$ cat src/rtl/bitop_pkg.sv
package bitop_pkg;

   typedef enum logic [2:0] {
      ST_IDLE,
      ST_FETCH_OP,
      ST_FETCH_DIR,
      ST_FETCH_OFF,
      ST_READ_DATA,
      ST_FINISH
   } bitop_state_t;

   typedef enum logic [1:0] {
      K_BRANCH,
      K_SETBIT,
      K_ILLEGAL
   } bitop_kind_t;

   localparam logic [7:0] BRANCH_BASE = 8'h00;
   localparam logic [7:0] SETBIT_BASE = 8'h10;

endpackage

$ cat src/rtl/bitop_decode.sv
module bitop_decode
   import bitop_pkg::*;
(
   input  logic [7:0]  opcode,
   output bitop_kind_t kind,
   output logic [2:0]  bit_idx
);

   logic group_ok;

   // Legal opcodes are even and lie in 0x00..0x1F
   assign group_ok = (opcode[7:5] == 3'b000) && (opcode[0] == 1'b0);
   assign bit_idx  = opcode[3:1];

   always_comb begin
      if (!group_ok)
         kind = K_ILLEGAL;
      else if ((opcode & 8'hF0) == SETBIT_BASE)
         kind = K_SETBIT;
      else if ((opcode & 8'hF0) == BRANCH_BASE)
         kind = K_BRANCH;
      else
         kind = K_ILLEGAL;
   end

endmodule

$ cat src/rtl/bitop_ea.sv
module bitop_ea #(
   parameter int         ADDR_W       = 10,
   parameter logic [7:0] IDX_DATA_LOC = 8'h0E
) (
   input  logic [7:0]        dir_addr,
   input  logic [7:0]        idx_val,
   output logic [ADDR_W-1:0] eff_addr
);

   logic [7:0] sel_byte;

   // Redirection through the index register; every other value,
   // including the index register location itself, passes through
   assign sel_byte = (dir_addr == IDX_DATA_LOC) ? idx_val : dir_addr;

   generate
      if (ADDR_W == 8) begin : g_narrow
         assign eff_addr = sel_byte;
      end else begin : g_wide
         assign eff_addr = {{(ADDR_W-8){1'b0}}, sel_byte};
      end
   endgenerate

endmodule

$ cat src/rtl/bitop_exec.sv
module bitop_exec
   import bitop_pkg::*;
#(
   parameter int ADDR_W = 10
) (
   input  bitop_kind_t       kind,
   input  logic [2:0]        bit_idx,
   input  logic [ADDR_W-1:0] pc,
   input  logic [7:0]        offset,
   input  logic [7:0]        data,
   input  logic              c_prev,
   output logic [ADDR_W-1:0] pc_next,
   output logic              c_next,
   output logic [7:0]        wdata
);

   localparam int LANES = 8;

   logic [LANES-1:0]  mask;
   logic              bit_val;
   logic [ADDR_W-1:0] off_ext;
   logic [ADDR_W-1:0] pc_seq3;

   generate
      for (genvar g = 0; g < LANES; g++) begin : g_mask
         assign mask[g] = (bit_idx == g[2:0]);
      end
   endgenerate

   assign bit_val = |(data & mask);
   assign off_ext = ADDR_W'(signed'(offset));
   assign pc_seq3 = pc + ADDR_W'(3);
   assign wdata   = data | mask;

   always_comb begin
      unique case (kind)
         K_BRANCH: begin
            pc_next = bit_val ? (pc_seq3 + off_ext) : pc_seq3;
            c_next  = bit_val;
         end
         K_SETBIT: begin
            pc_next = pc + ADDR_W'(2);
            c_next  = c_prev;
         end
         default: begin
            pc_next = pc;
            c_next  = c_prev;
         end
      endcase
   end

endmodule

$ cat src/rtl/bitop_fsm.sv
module bitop_fsm
   import bitop_pkg::*;
(
   input  logic         clk,
   input  logic         rst_n,
   input  logic         start,
   output bitop_state_t state,
   output logic         accept
);

   bitop_state_t st_q, st_d;

   assign accept = (st_q == ST_IDLE) && start;   // only idle accepts
   assign state  = st_q;

   always_comb begin
      unique case (st_q)
         ST_IDLE:      st_d = start ? ST_FETCH_OP : ST_IDLE;
         ST_FETCH_OP:  st_d = ST_FETCH_DIR;
         ST_FETCH_DIR: st_d = ST_FETCH_OFF;
         ST_FETCH_OFF: st_d = ST_READ_DATA;
         ST_READ_DATA: st_d = ST_FINISH;
         default:      st_d = ST_IDLE;
      endcase
   end

   always_ff @(posedge clk or negedge rst_n) begin
      if (!rst_n) st_q <= ST_IDLE;
      else        st_q <= st_d;
   end

endmodule

$ cat src/rtl/bitop_unit.sv
module bitop_unit
   import bitop_pkg::*;
#(
   parameter int         ADDR_W       = 10,
   parameter logic [7:0] IDX_DATA_LOC = 8'h0E
) (
   input  logic              clk,
   input  logic              rst_n,
   input  logic              start,
   input  logic [ADDR_W-1:0] pc_in,
   input  logic [7:0]        x_in,
   input  logic              c_in,
   output logic [ADDR_W-1:0] mem_addr,
   output logic              mem_rd,
   output logic              mem_wr,
   output logic [7:0]        mem_wdata,
   input  logic [7:0]        mem_rdata,
   output logic              done,
   output logic [ADDR_W-1:0] pc_out,
   output logic              c_out,
   output logic              illegal
);

   generate
      if (ADDR_W < 8 || ADDR_W > 16) begin : g_bad_addr_w
         $error("bitop_unit: ADDR_W must lie in 8..16");
      end
   endgenerate

   bitop_state_t      st;
   logic              accept;
   logic [ADDR_W-1:0] pc_q;
   logic [7:0]        x_q;
   logic              c_q;
   logic [7:0]        op_q;
   logic [7:0]        dir_q;
   logic [7:0]        off_q;
   bitop_kind_t       kind;
   logic [2:0]        bit_idx;
   logic [ADDR_W-1:0] eff_addr;
   logic [ADDR_W-1:0] pc_next;
   logic              c_next;
   logic [7:0]        wdata;

   bitop_fsm u_fsm (
      .clk    (clk),
      .rst_n  (rst_n),
      .start  (start),
      .state  (st),
      .accept (accept)
   );

   bitop_decode u_dec (
      .opcode  (op_q),
      .kind    (kind),
      .bit_idx (bit_idx)
   );

   bitop_ea #(.ADDR_W(ADDR_W), .IDX_DATA_LOC(IDX_DATA_LOC)) u_ea (
      .dir_addr (dir_q),
      .idx_val  (x_q),
      .eff_addr (eff_addr)
   );

   bitop_exec #(.ADDR_W(ADDR_W)) u_exec (
      .kind    (kind),
      .bit_idx (bit_idx),
      .pc      (pc_q),
      .offset  (off_q),
      .data    (mem_rdata),
      .c_prev  (c_q),
      .pc_next (pc_next),
      .c_next  (c_next),
      .wdata   (wdata)
   );

   // Each byte arrives one cycle after its read was issued
   always_ff @(posedge clk or negedge rst_n) begin
      if (!rst_n) begin
         pc_q  <= '0;
         x_q   <= '0;
         c_q   <= 1'b0;
         op_q  <= '0;
         dir_q <= '0;
         off_q <= '0;
      end else begin
         if (accept) begin
            pc_q <= pc_in;
            x_q  <= x_in;
            c_q  <= c_in;
         end
         if (st == ST_FETCH_DIR) op_q  <= mem_rdata;
         if (st == ST_FETCH_OFF) dir_q <= mem_rdata;
         if (st == ST_READ_DATA) off_q <= mem_rdata;
      end
   end

   // Address and strobe schedule
   always_comb begin
      mem_addr = pc_q;
      mem_rd   = 1'b0;
      unique case (st)
         ST_FETCH_OP: begin
            mem_addr = pc_q;
            mem_rd   = 1'b1;
         end
         ST_FETCH_DIR: begin
            mem_addr = pc_q + ADDR_W'(1);
            mem_rd   = 1'b1;
         end
         ST_FETCH_OFF: begin
            mem_addr = pc_q + ADDR_W'(2);
            mem_rd   = (kind == K_BRANCH);
         end
         ST_READ_DATA: begin
            mem_addr = eff_addr;
            mem_rd   = (kind != K_ILLEGAL);
         end
         ST_FINISH: begin
            mem_addr = eff_addr;
         end
         default: ;
      endcase
   end

   assign mem_wr    = (st == ST_FINISH) && (kind == K_SETBIT);
   assign mem_wdata = wdata;
   assign done      = (st == ST_FINISH);
   assign pc_out    = pc_next;
   assign c_out     = c_next;
   assign illegal   = done && (kind == K_ILLEGAL);

endmodule

$ cat config.mk
export PLATFORM = sky130hd
export DESIGN_NAME = bitop_unit
export DESIGN_NICKNAME = d
export VERILOG_FILES = /design/src/rtl/bitop_pkg.sv /design/src/rtl/bitop_decode.sv /design/src/rtl/bitop_ea.sv /design/src/rtl/bitop_exec.sv /design/src/rtl/bitop_fsm.sv /design/src/rtl/bitop_unit.sv
export SDC_FILE = /design/constraint.sdc
export NUM_CORES = 1
export LEC_CHECK = 0
export ABC_AREA = 1
export BUFFER_PORTS_ARGS = -buffer_cell sky130_fd_sc_hd__buf_2
export CAP_MARGIN = 15
export CORE_MARGIN = 1.5
export CORE_UTILIZATION = 51
export CTS_CLUSTER_DIAMETER = 100
export CTS_CLUSTER_SIZE = 25
export DETAILED_ROUTE_END_ITERATION = 10
export GPL_ROUTABILITY_DRIVEN = 0
export MAX_ROUTING_LAYER = met4
export PLACE_DENSITY = 0.77
export RECOVER_POWER = 100
export SYNTH_ARGS = -nofsm -noshare
export SYNTH_HDL_FRONTEND = slang
export SYNTH_SLANG_ARGS = --single-unit
export TNS_END_PERCENT = 1
$ cat constraint.sdc
create_clock -name clk -period 2.2 [get_ports clk]
set_input_delay 0.22 -clock clk [delete_from_list [all_inputs] [get_ports clk]]
set_output_delay 0.22 -clock clk [all_outputs]
set_load 0.01 [all_outputs]
Word level (Yosys, flattened, before mapping)
Cells that the tools add are included.
{"block": "op_classes", "n_mul": 0, "bitwise_logic": 3, "n_addsub": 4, "muxes": 11, "n_reduce_logical": 12, "div": 0, "shifts": 0, "magnitude_cmp": 0, "eq_ne": 17}
{"cell": "10-bit one-hot mux with 3 select lines", "n": 1}
{"cell": "10-bit by 2-bit adder with 10-bit output (second input constant)", "n": 2}
{"cell": "10-bit one-hot mux with 2 select lines", "n": 1}
{"cell": "3-bit equality test (second input constant)", "n": 6}
{"cell": "3-bit one-hot mux with 5 select lines", "n": 1}
{"cell": "3-bit by 2-bit equality test with 1-bit output (second input constant)", "n": 4}
{"cell": "10-bit by 1-bit adder with 10-bit output (second input constant)", "n": 1}
{"cell": "10-bit adder", "n": 1}
{"cell": "10-bit 2-to-1 mux", "n": 1}
{"cell": "3-bit zero test", "n": 3}
{"cell": "8-bit AND", "n": 1}
{"cell": "8-bit by 4-bit equality test with 1-bit output (second input constant)", "n": 1}
{"cell": "8-bit zero test", "n": 1}
{"cell": "8-bit 2-to-1 mux", "n": 1}
{"cell": "8-bit bitwise OR", "n": 1}
{"cell": "8-bit OR reduction", "n": 1}
{"cell": "3-bit by 1-bit equality test with 1-bit output (second input constant)", "n": 2}
{"cell": "2-bit 2-to-1 mux", "n": 3}
{"cell": "4-bit by 1-bit equality test with 1-bit output (second input constant)", "n": 1}
{"cell": "1-bit logical AND", "n": 4}
{"cell": "2-bit OR reduction", "n": 2}
{"cell": "1-bit one-hot mux with 3 select lines", "n": 1}
{"cell": "2-bit by 1-bit equality test with 1-bit output (second input constant)", "n": 1}
{"cell": "2-bit equality test (second input constant)", "n": 1}
{"cell": "4 further kinds", "n": 5}
{"block": "word_totals", "mem_bits_ro": 0, "latch_bits": 0, "word_cells": 54, "input_bits": 30, "regBits": 46, "output_inout_bits": 33, "mem_count": 0, "ramBits": 0}

Depth between registers and ports, before layout
{"block": "logic_depth", "depth_word": 6, "ltp_mapped": 19, "depth_no_buf": 19}

Modules after synthesis
From an unflattened synthesis, not the netlist that was laid out.
{"block": "hier_totals", "cells_unflattened": 545, "area_unflattened_um2": 3798.6}
{"mod": "bitop_unit", "n_inst": 1, "cells_each": 269, "area_each_um2": 2190.9, "seq_area_each_um2": 1076.0}
{"mod": "bitop_exec", "n_inst": 1, "cells_each": 217, "area_each_um2": 1256.2, "seq_area_each_um2": 0.0}
{"mod": "bitop_ea", "n_inst": 1, "cells_each": 34, "area_each_um2": 173.9, "seq_area_each_um2": 0.0}
{"mod": "bitop_fsm", "n_inst": 1, "cells_each": 17, "area_each_um2": 133.9, "seq_area_each_um2": 75.1}
{"mod": "bitop_decode", "n_inst": 1, "cells_each": 8, "area_each_um2": 43.8, "seq_area_each_um2": 0.0}

Least setup slack after synthesis
Ideal clock, no wire load.
{"block": "synth_timing", "path_type": "flip-flop to output port", "startpoint": "register pc_q[0]", "endpoint": "output pc_out[7]", "t_arrival_ns": 2.270, "path_stages_with_launch": 15, "required_ns": 1.980, "slack_ns": -0.290, "cell_sequence": "dfrtp_1 inv_1 ha_1 nor2_2 xor2_1 inv_1 ha_1 a21oi_1 nor2_1 nor2_1 o21ai_0 nand2_1 nand2_1 o21ai_1 nand3_1"}
{"block": "synth_between", "elab_chain_cells": 4, "elab_cells_between_ends": 5, "cone_classes": "add/sub: 3; mux: 2"}
{"item": "start, declared", "line": "bitop_unit.sv:32", "rtl": "logic [ADDR_W-1:0] pc_q;"}
{"item": "start signal, assigned", "line": "bitop_unit.sv:88", "rtl": "pc_q <= pc_in;"}
{"item": "10-bit by 2-bit adder with 10-bit output", "line": "bitop_exec.sv:32", "rtl": "assign pc_seq3 = pc + ADDR_W'(3);"}
{"item": "10-bit adder", "line": "bitop_exec.sv:38", "rtl": "pc_next = bit_val ? (pc_seq3 + off_ext) : pc_seq3;"}
{"item": "10-bit 2-to-1 mux", "line": "bitop_exec.sv:38"}
{"item": "10-bit one-hot mux with 2 select lines (*)", "line": "bitop_exec.sv:36", "rtl": "unique case (kind)"}
{"item": "end, declared", "line": "bitop_unit.sv:19", "rtl": "output logic [ADDR_W-1:0] pc_out,"}
Mark *: on every way between the ends. The rest lies on a longest branch, timed or not.

Worst setup path after layout
{"block": "layout_timing", "startpoint": "register pc_q[1]", "endpoint": "output pc_out[9]"}
Same word-level chain as after synthesis.

==> summary.md <==
| Metric | Value |
|---|---|
| Failing checks | setup timing |
| CP max FO | 4 |
| Tmin final | 2940 ps |
| DRT iter0 DRCs | 331 |
| # H-tree levels | 2 |
| Root Driver | clkbuf_8 |
| Post-synthesis xor/xnor area fraction | 3.19% |
| Initial antenna violation count | 0 |
| I/O Buffers | 62 |
| Compound-gate portion of the synthesized area | 17.8% |
| Starting Density | 52.2% |
| Clk pin slew, worst setup/hold paths | 90 ps |
| Global route overflow | 0 |
| Clock sinks | 46 |
| Per-cell routed wire length | 15.0 um |
| Nets | 650 |
| RSZ-0062 raised after global routing | true |
| ANT nets after route | 0 |
| Mux cell area share after synthesis | 2.87% |
| Critical Path RT | 1980 ps |
| Avg Inst Size Synth | 7.14 um^2 |
| Post-Synthesis Cells | 494 |
| CTS Buf Count | 5 |
| Crit path launch type | register |
| Mapped Area | 0.00353 mm^2 |
| Yosys cell types | 42 |
| Syn-to-layout area delta | 31.0% |
| Num ports | 63 |
| Final Hold Violating Endpoints | 0 |
| Fin crit share | 134% |
| DRT Pass-1 Iters | 4 |
| Clock Path Buffers | 2 |
| Total global-route track usage | 27.8% |
| Synth Area in Adders | 5.53% |
| Die outline area | 0.00743 mm^2 |
| DPL Wire Length | 7700 um |
| Max-slew violations | 0 |
| Number of global-route vias before repair | 3,436 |
| Largest family of logic cells by synthesized area | simple AND/OR/NAND/NOR gates |
| Number of diodes | 0 |
| Syn_nets | 539 |
| Latest clock arrival within the worst-skew pair | 310 ps |
| Final worst slack | -742 ps |
| First-pass GRT wire length | 15,800 um |
| DP Worst Slack | -444 ps |
| Crit Path Class | register to output port |
| Worst slew pin tran | 1250 ps |
| Area post-placement | 0.00427 mm^2 |
| Residual DRC | 0 |
| Die height | 86.2 um |
| Largest net degree at the start of global routing | 26 |
| Sequential share of the synthesized area | 32.6% |
| Skew final | 11.0 ps |
| Final setup viols | 15 |
| Yosys reg bits | 46 |
| Hold Path Class | input port to register |
| MaxCap Viol Count | 0 |
| Layout cell share with drive strength beyond 1 | 33.0% |
| Highest clock rate | 340 MHz |
| Post-synthesis simple-gate area fraction | 27.7% |
| Core footprint | 0.00676 mm^2 |
| CP Capture Type | output port |
| Routed WL | 10,300 um |
| Status | finished with violations |
| Vias | 3,864 |
| Slew headroom | 16.5% |
| Most common cell after layout, fill and taps aside | nand2_1 |
| CTS tree | built |
| Rows | 30 |
| Fin area | 0.00462 mm^2 |
| Most frequent cells in the layout | nand2_1 (115), inv_1 (55), buf_4 (50) |
| Vias per cell | 5.63 |
| WP data arrival | 2720 ps |
| Die width | 86.2 um |
| Synth warnings | 0 |
==> per-stage QoR <==
stage	setup TNS [ps]	cells	hold slack [ps]	utilization, %
final	-6380	686	136	68.4
after global routing	-9070	686	139	68.4
after CTS	-5110	682	130	65.9
after detailed placement	-2830	672	222	63.1
after global placement	-2250	672	218	63.1
after floorplan	-834	494	-75.6	-
==> worst max-delay path, cell delays in order, from the launching register on <==
cell and delay (ps):
dfrtp_1 420, inv_2 110, ha_4 130, nand2_2 60, nand2_2 70, inv_2 40
nor2_4 210, nand2_4 90, xor2_4 170, ha_4 290, nand2_4 60, nor2_4 90
nand3_2 100, nand4_1 140, nand3_1 90, nand2_1 80, nand3_2 60, nand2_2 80
buf_6 100
==> layer usage <==
layer	wire [um]	global-route usage, %
met1	4400	36.0
met2	5030	45.5
met3	601	3.52
met4	275	8.94
met5	0	-
==> registers in the layout, indices dropped and copies added, names as in the netlist <==
register     flops
op_q             8
u_fsm.state      3
pc_q            10
off_q            8
dir_q            8
c_q              1
x_q              8
==> cell type report <==
type                    count  area (um^2)
clock buffers               6         82.6
clock inverters             2         16.3
repair buffers            119          714
multi-input cells         364         2290
fillers                   558         2130
flip-flops and latches     46         1150
well taps                  80          100
inverters                  69          267
==> repair_timing <==
action,CTS,global route
endpoints found under the hold margin,21,0
resized for setup,11,45
endpoints found under the setup margin,13,21
buffers inserted,1,4
hold buffers,1,0
pin swaps,1,20
==> synth_stat cells (all sizes together) <==
cell type	number	area [um^2]
clkbuf	6	22.5
nand3	30	155
a22oi	4	30.0
buf	9	72.6
a221oi	1	8.76
ha	14	175
xor2	12	113
dfrtp	46	1150
fa	1	20.0
o21ai	46	241
nor3	2	26.3
nand2	128	503
o21bai	1	7.51
a21boi	1	7.51
nor2	48	210
or2	1	6.26
mux2	9	101
o211ai	6	55.1
nand3b	1	7.51
o31ai	8	60.1
inv	68	263
a21o	1	7.51
nand4	11	68.8
a31oi	3	18.8
a21oi	32	168
o22ai	4	25.0
clkinv	1	3.75
==> cell families (layout without fill, tap and decap cells) <==
kind of cell             count (synthesis)  after routing
multiplexers                             9              9
XOR/XNOR                                12             12
AO/OA/AOI/OAI                          107            107
flip-flops                              46             46
AND/OR/NAND/NOR                        221            221
adder cells (fa/ha/maj)                 15             15
buffers and inverters                   84            196
==> path summary, 6_finish.rpt <==
check	to	slack, ps	from	cells after the start
worst max-delay path	pc_out[9]	-740	pc_q[1]	18
worst min-delay path	x_q[2]	140	x_in[2]	2
worst max register to register	u_fsm.state[1]	420	u_fsm.state[1]	5
worst min register to register	dir_q[6]	500	dir_q[6]	2
max in group asynchronous	op_q[2]	520	rst_n	3
min in group asynchronous	pc_q[9]	700	rst_n	2
Power is not shown: default switching activity piles up to over one toggle a cycle in this logic, so the estimate is an artifact.
